File: config.mk
export PLATFORM = sky130hd
export DESIGN_NAME = qx4_counter
export DESIGN_NICKNAME = d
export VERILOG_FILES = /design/src/rtl/qx4_pkg.sv /design/src/rtl/qx4_phase_decode.sv /design/src/rtl/qx4_index_gate.sv /design/src/rtl/qx4_position.sv /design/src/rtl/qx4_counter.sv
export SDC_FILE = /design/constraint.sdc
export NUM_CORES = 1
export LEC_CHECK = 0
export ABC_AREA = 1
export ABC_CLOCK_PERIOD_IN_PS = 2960
export BUFFER_PORTS_ARGS = -buffer_cell sky130_fd_sc_hd__buf_4
export CELL_PAD_IN_SITES_DETAIL_PLACEMENT = 1
export CELL_PAD_IN_SITES_GLOBAL_PLACEMENT = 2
export CORE_ASPECT_RATIO = 1.5
export CORE_MARGIN = 3
export CORE_UTILIZATION = 33
export CTS_BUF_LIST = sky130_fd_sc_hd__clkbuf_4 sky130_fd_sc_hd__clkbuf_8
export DETAILED_ROUTE_END_ITERATION = 8
export GPL_TIMING_DRIVEN = 0
export PLACE_DENSITY = 0.92
export REMOVE_ABC_BUFFERS = 1
export SYNTH_ARGS = -nofsm -noshare
export SYNTH_HDL_FRONTEND = slang
export SYNTH_SLANG_ARGS = --single-unit
File: constraint.sdc
create_clock -name clk -period 2.96 [get_ports clk]
set_input_delay 0.296 -clock clk [delete_from_list [all_inputs] [get_ports clk]]
set_output_delay 0.296 -clock clk [all_outputs]
set_load 0.03 [all_outputs]
File: src/rtl/qx4_pkg.sv
package qx4_pkg;

    typedef enum logic [1:0] {
        STEP_NONE = 2'd0,
        STEP_UP   = 2'd1,
        STEP_DOWN = 2'd2,
        STEP_BAD  = 2'd3
    } qx4_step_e;

    typedef struct packed {
        logic       swap;
        logic       idx_off;
        logic [1:0] gate;
    } qx4_cfg_t;

    localparam qx4_cfg_t QX4_CFG_RESET = '{swap: 1'b0, idx_off: 1'b0, gate: 2'b00};

    // Classify a transition of the (already swapped) phase pair.
    function automatic qx4_step_e qx4_classify(input logic a_now, input logic b_now,
                                               input logic a_old, input logic b_old);
        logic chg_a;
        logic chg_b;
        chg_a = a_now ^ a_old;
        chg_b = b_now ^ b_old;
        if (chg_a && chg_b)
            return STEP_BAD;
        else if (chg_a || chg_b)
            return (a_now ^ b_old) ? STEP_UP : STEP_DOWN;
        else
            return STEP_NONE;
    endfunction

    // Gate code bit 1 is the level required on A, bit 0 the level on B.
    function automatic logic qx4_gate_ok(input logic [1:0] code, input logic a, input logic b);
        return (code[1] == a) && (code[0] == b);
    endfunction

endpackage

File: src/rtl/qx4_phase_decode.sv
module qx4_phase_decode
    import qx4_pkg::*;
(
    input  logic      clk,
    input  logic      rst,
    input  logic      swap_i,
    input  logic      a_i,
    input  logic      b_i,
    output qx4_step_e step_o
);
    logic a_old_q;
    logic b_old_q;
    logic a_now_s;
    logic b_now_s;
    logic a_old_s;
    logic b_old_s;

    // Previous raw levels follow the pins at all times, including reset,
    // so that enabling never sees a phantom transition.
    always_ff @(posedge clk) begin
        a_old_q <= a_i;
        b_old_q <= b_i;
    end

    always_comb begin
        a_now_s = swap_i ? b_i : a_i;
        b_now_s = swap_i ? a_i : b_i;
        a_old_s = swap_i ? b_old_q : a_old_q;
        b_old_s = swap_i ? a_old_q : b_old_q;
        step_o  = qx4_classify(a_now_s, b_now_s, a_old_s, b_old_s);
    end

    AST_BAD_NEEDS_BOTH: assert property (@(posedge clk) disable iff (rst)
        (step_o == STEP_BAD) |-> ((a_i != $past(a_i)) && (b_i != $past(b_i))));

endmodule

File: src/rtl/qx4_index_gate.sv
module qx4_index_gate
    import qx4_pkg::*;
(
    input  logic       clk,
    input  logic       rst,
    input  logic       idx_i,
    input  logic       a_i,
    input  logic       b_i,
    input  logic       off_i,
    input  logic [1:0] gate_i,
    output logic       hit_o
);
    logic idx_old_q;

    always_ff @(posedge clk) begin
        idx_old_q <= idx_i;
    end

    always_comb begin
        hit_o = idx_i && !idx_old_q && !off_i && qx4_gate_ok(gate_i, a_i, b_i);
    end

    AST_HIT_ON_EDGE: assert property (@(posedge clk) disable iff (rst)
        hit_o |-> (idx_i && !$past(idx_i)));

endmodule

File: src/rtl/qx4_position.sv
module qx4_position
    import qx4_pkg::*;
#(
    parameter int CNT_W = 32
) (
    input  logic             clk,
    input  logic             rst,
    input  logic             en_i,
    input  qx4_step_e        step_i,
    input  logic             hit_i,
    input  logic [CNT_W-1:0] ceil_i,
    output logic [CNT_W-1:0] count_o,
    output logic             dir_down_o,
    output logic             perr_o,
    output logic             dir_chg_o,
    output logic             wrap_up_o,
    output logic             wrap_dn_o
);
    localparam logic [CNT_W-1:0] ONE  = CNT_W'(1);
    localparam logic [CNT_W-1:0] ZERO = '0;

    logic [CNT_W-1:0] cnt_q;
    logic [CNT_W-1:0] cnt_step;
    logic             dir_q;
    logic             dir_nxt;
    logic             perr_q;
    logic             step_wrap_up;
    logic             step_wrap_dn;
    logic             chg_q;
    logic             up_q;
    logic             dn_q;

    always_comb begin
        cnt_step     = cnt_q;
        step_wrap_up = 1'b0;
        step_wrap_dn = 1'b0;
        dir_nxt      = dir_q;
        unique case (step_i)
            STEP_UP: begin
                dir_nxt = 1'b0;
                if (cnt_q >= ceil_i) begin
                    cnt_step     = ZERO;
                    step_wrap_up = 1'b1;
                end else begin
                    cnt_step = cnt_q + ONE;
                end
            end
            STEP_DOWN: begin
                dir_nxt = 1'b1;
                if (cnt_q == ZERO) begin
                    cnt_step     = ceil_i;
                    step_wrap_dn = 1'b1;
                end else begin
                    cnt_step = cnt_q - ONE;
                end
            end
            default: ;
        endcase
    end

    always_ff @(posedge clk) begin
        if (rst) begin
            cnt_q  <= ZERO;
            dir_q  <= 1'b0;
            perr_q <= 1'b0;
            chg_q  <= 1'b0;
            up_q   <= 1'b0;
            dn_q   <= 1'b0;
        end else if (!en_i) begin
            perr_q <= 1'b0;
            chg_q  <= 1'b0;
            up_q   <= 1'b0;
            dn_q   <= 1'b0;
        end else begin
            dir_q <= dir_nxt;
            chg_q <= (dir_nxt != dir_q);
            if (step_i == STEP_BAD)
                perr_q <= 1'b1;
            if (hit_i) begin
                cnt_q <= ZERO;
                up_q  <= !dir_q;
                dn_q  <= dir_q;
            end else begin
                cnt_q <= cnt_step;
                up_q  <= step_wrap_up;
                dn_q  <= step_wrap_dn;
            end
        end
    end

    assign count_o    = cnt_q;
    assign dir_down_o = dir_q;
    assign perr_o     = perr_q;
    assign dir_chg_o  = chg_q;
    assign wrap_up_o  = up_q;
    assign wrap_dn_o  = dn_q;

    AST_HOLD_WHEN_OFF: assert property (@(posedge clk) disable iff (rst)
        !en_i |=> ($stable(cnt_q) && $stable(dir_q) && !up_q && !dn_q && !chg_q));
    AST_WRAP_EXCL: assert property (@(posedge clk) disable iff (rst)
        $onehot0({up_q, dn_q}));
    AST_DIR_PULSE: assert property (@(posedge clk) disable iff (rst)
        chg_q |-> (dir_q != $past(dir_q)));
    AST_BAD_NO_MOVE: assert property (@(posedge clk) disable iff (rst)
        (en_i && step_i == STEP_BAD && !hit_i) |=> $stable(cnt_q));
    AST_HIT_CLEARS: assert property (@(posedge clk) disable iff (rst)
        (en_i && hit_i) |=> (cnt_q == ZERO));

endmodule

File: src/rtl/qx4_counter.sv
module qx4_counter
    import qx4_pkg::*;
#(
    parameter int CNT_W = 32
) (
    input  logic             clk,
    input  logic             rst,
    input  logic             enable_i,
    input  logic             swap_i,
    input  logic             idx_off_i,
    input  logic [1:0]       idx_gate_i,
    input  logic [CNT_W-1:0] ceiling_i,
    input  logic             phase_a_i,
    input  logic             phase_b_i,
    input  logic             index_i,
    output logic [CNT_W-1:0] count_o,
    output logic             dir_down_o,
    output logic             phase_err_o,
    output logic             dir_change_o,
    output logic             wrap_up_o,
    output logic             wrap_down_o
);
    qx4_cfg_t         cfg_q;
    logic [CNT_W-1:0] ceil_q;
    qx4_step_e        step_s;
    logic             hit_s;

    // Setup is captured only while counting is stopped.
    always_ff @(posedge clk) begin
        if (rst) begin
            cfg_q  <= QX4_CFG_RESET;
            ceil_q <= '1;
        end else if (!enable_i) begin
            cfg_q  <= '{swap: swap_i, idx_off: idx_off_i, gate: idx_gate_i};
            ceil_q <= ceiling_i;
        end
    end

    qx4_phase_decode u_decode (
        .clk    (clk),
        .rst    (rst),
        .swap_i (cfg_q.swap),
        .a_i    (phase_a_i),
        .b_i    (phase_b_i),
        .step_o (step_s)
    );

    qx4_index_gate u_index (
        .clk    (clk),
        .rst    (rst),
        .idx_i  (index_i),
        .a_i    (phase_a_i),
        .b_i    (phase_b_i),
        .off_i  (cfg_q.idx_off),
        .gate_i (cfg_q.gate),
        .hit_o  (hit_s)
    );

    qx4_position #(.CNT_W(CNT_W)) u_pos (
        .clk        (clk),
        .rst        (rst),
        .en_i       (enable_i),
        .step_i     (step_s),
        .hit_i      (hit_s),
        .ceil_i     (ceil_q),
        .count_o    (count_o),
        .dir_down_o (dir_down_o),
        .perr_o     (phase_err_o),
        .dir_chg_o  (dir_change_o),
        .wrap_up_o  (wrap_up_o),
        .wrap_dn_o  (wrap_down_o)
    );

    AST_CFG_FROZEN: assert property (@(posedge clk) disable iff (rst)
        enable_i |=> ($stable(cfg_q) && $stable(ceil_q)));
    AST_IDX_MUTED: assert property (@(posedge clk) disable iff (rst)
        cfg_q.idx_off |-> !hit_s);

endmodule

==> impl_metrics.csv <==
group,metric,value,unit
drt,drt_first_pass_iters,5,
timing,worstMarginPinSlew,1.16,ns
placed_design,pre_cts_ws,-2.46,ns
placed_design,hpwl,18200,um
logic_synthesis,synth-async-reset-ratio,0,
worst_setup_path,startpoint_type,"flop",
die,initial_core_util,0.337,
power,power,5.87,mW
timing,final.min_clock_period,2.75,ns
worst_setup_path,worstSetupPathDepth,13,
timing,holdWs,0.0379,ns
worst_setup_path,slowest_stage,"dfxtp_2",
timing,timing.final.ws_setup,0.211,ns
finish,multiInputGateArea,0.00414,mm2
grt,gr-total-overflow,0,
power,p_per_area,797,mW/mm2
drt,wl,24200,um
finish,fin_area,0.00737,mm2
die,io_pins,79,
grt,grtUsageTotal,0.234,
flow_run,drv_cap,0,
timing,slew_viol_final,0,
die,rows,61,
finish,drive_above_1_share,0.172,
die,die_y,175,um
timing,finalClockSkew,0.0177,ns
logic_synthesis,ys_seq_area_frac,0.243,
timing,fmax,364,MHz
clock_network,cts_num_sinks,76,
placed_design,place_congestion,0.963,
clock_network,cts_max_level,3,
logic_synthesis,synth_top_area_share,0.243,
timing,tns,0,ns
worst_setup_path,path_cells,"nand2_1, o21ai_1, xor2_1, nand2_1, a21oi_2, inv_1, ha_4, clkinv_8, nand2_1, o21ai_4, buf_12, nand2_1, a21oi_1",
drt,drtIter0Drc,252,
logic_synthesis,ys_seq_elements,76,
logic_synthesis,avgSynthCellArea,6.28,um2
finish,ff_latch_area,0.00152,mm2
worst_setup_path,critical_path_class,"reg2reg",
logic_synthesis,synth_area_leaders,"dfxtp_1 24%, nand2_1 16%, nor2_1 7.5%",
grt,antenna_found_initial,0,
power,vdd_drop_max,0.000300,V
die,die_area,0.0207,mm2
die,die_w,118,um
worst_setup_path,worstPathArrival,3.05,ns
finish,n_fill_cell,2456,
grt,grt_pass1_wl,37600,um
worst_setup_path,crit_path_end_kind,"flop",
logic_synthesis,synth_area_leader_cell,"dfxtp_1",
clock_network,clock_latency,0.39,ns
timing,slew_headroom,0.224,
logic_synthesis,synth-edff-count,0,
logic_synthesis,syn_inst,997,
clock_network,cts_made_buffers,9,
worst_setup_path,slowest_delay,0.41,ns
grt,grt_pass1_vias,6797,
logic_synthesis,yosys_warnings,0,
worst_setup_path,cpMostUsedCell,"nand2_1",
finish,final_cells,1311,
finish,fin_util,0.397,
drt,via_per_inst,5.15,
worst_setup_path,critPathRequiredTime,3.26,ns
status,outcome,"completed",
clock_network,path_clk_slew,0.10,ns
clock_network,cts-root-buf,"clkbuf_8",
worst_setup_path,path_max_fanout,36,
clock_network,cts_tree,"yes",
timing,finalCritPeriodShare,0.929,
timing,setup_viol,0,
clock_network,cts.path.max_buffers,2,
logic_synthesis,synth_cell_types,40,
finish,diodes,0,
logic_synthesis,ys.flop_type,"dfxtp_1",
placed_design,dp.cells,1281,
finish,fin_nets,1133,
drt,drc,0,
drt,num_vias,6751,
worst_setup_path,critical_path_buf_inv_count,3,
placed_design,port_buffers,78,
worst_setup_path,worst-r2r-setup-slack,0.21,ns
logic_synthesis,synth_area,0.00626,mm2
finish,area_growth_syn_to_layout,17.8,%
worst_setup_path,ff2ff_path_depth,13,
power,p_leak,3.49,nW
drt,drtAntennaViolNets,0,
hold_path,min_path_cells,1,
drt,wl_per_cell,18.5,um
placed_design,placed_area,0.00694,mm2
hold_path,min_path_type,"in2reg",
worst_setup_path,cp_top_family,"compound AO/OA/AOI/OAI gates",
timing,hold_viol,0,
grt,grt_max_degree,40,
die,core_area,0.0185,mm2
-- path summary, 6_finish.rpt --
kind,to,from
min reg2reg,cfg_q[2]$_SDFFE_PP0N_,cfg_q[2]$_SDFFE_PP0N_
max reg2reg,u_pos.count_o[29]$_SDFFE_PP0P_,cfg_q[3]$_SDFFE_PP0N_
min,u_decode.b_old_q$_DFF_P_,phase_b_i
max,u_pos.count_o[29]$_SDFFE_PP0P_,cfg_q[3]$_SDFFE_PP0N_
-- cell type report --
| cell class | count | share of cell area |
|---|---|---|
| Multi-Input combinational cell | 765 | 0.562 |
| Timing Repair Buffer | 93 | 0.102 |
| Clock inverter | 7 | 0.0122 |
| Clock buffer | 9 | 0.0168 |
| Inverter | 109 | 0.0574 |
| Sequential cell | 76 | 0.207 |
| Tap cell | 252 | 0.0428 |
-- logic make-up (layout without fill, tap and decap cells) --
family | count (synthesis) | count (layout) | share of synthesized area
fa+ha+maj | 37 | 37 | 0.0740
xor+xnor | 38 | 38 | 0.0532
compound gates | 173 | 174 | 0.159
simple gates | 516 | 516 | 0.364
flops | 76 | 76 | 0.243
buf+inv | 157 | 218 | 0.107
-- routing by layer --
metal	global-route usage	routed length, um
met1	0.240	9080
met2	0.458	13300
met4	0.116	1170
met3	0.0295	745
met5	0	0
-- where the power goes --
part,internal (mW),leakage (nW),switching [mW]
clock,0.414,0.110,0.502
combinational,1.16,2.75,2.43
sequential,1.13,0.626,0.240
total,2.70,3.49,3.17
-- state kept, by name, indices dropped and copies added (netlist names) --
register and cells:
u_index.idx_old_q 1, u_pos.wrap_dn_o 1, u_decode.a_old_q 1, ceil_q 32, u_pos.count_o 32, u_decode.b_old_q 1, u_pos.dir_chg_o 1, u_pos.wrap_up_o 1
cfg_q 4, u_pos.perr_o 1, u_pos.dir_down_o 1
-- Yosys cell counts (2+ instances only) --
master	number
nor2_4	9
buf_6	6
xor2_1	33
nand3_1	43
nor2_1	125
a21oi_1	67
ha_1	37
a21oi_2	3
inv_1	95
nand4_1	14
inv_2	11
nor2_2	16
buf_2	13
nor3_2	3
nand2_4	2
o21ai_1	14
xnor2_1	5
a21o_1	3
buf_1	4
buf_4	5
nand2_2	12
clkbuf_1	19
nand3b_1	2
nand2_1	272
dfxtp_1	76
nand3_2	4
nor3_1	11
o211ai_1	35
o21ai_0	45
o21a_1	2
clkinv_1	2
-- cell usage in the layout (no fill, tap or decap), types with 3 or more instances in the layout --
cell,Yosys,final
nand4_1,14,14
a21o_1,3,3
xnor2_1,5,5
inv_1,95,93
nand3_1,43,43
nand3_2,4,4
nor3_1,11,11
a21oi_2,3,3
dfxtp_1,76,75
nor2_1,125,125
nor2_4,9,9
ha_1,37,35
buf_4,5,88
buf_12,0,4
o21ai_1,14,15
nor3_2,3,3
nand2_1,272,272
inv_8,0,3
o21ai_0,45,43
a21oi_1,67,65
clkbuf_8,0,9
nand2_4,2,3
inv_2,11,13
nor2_2,16,16
xor2_1,33,33
nand2_2,12,11
o211ai_1,35,35
-- timing repair --
item                       CTS  global route
pin swaps                    4             0
gates cloned                 1             0
resized for setup            9             8
hold endpoints to repair     1             0
hold buffers                 1             0
buffers inserted            12             0
setup endpoints to repair   34            32
(Power assumes the default switching activity.)
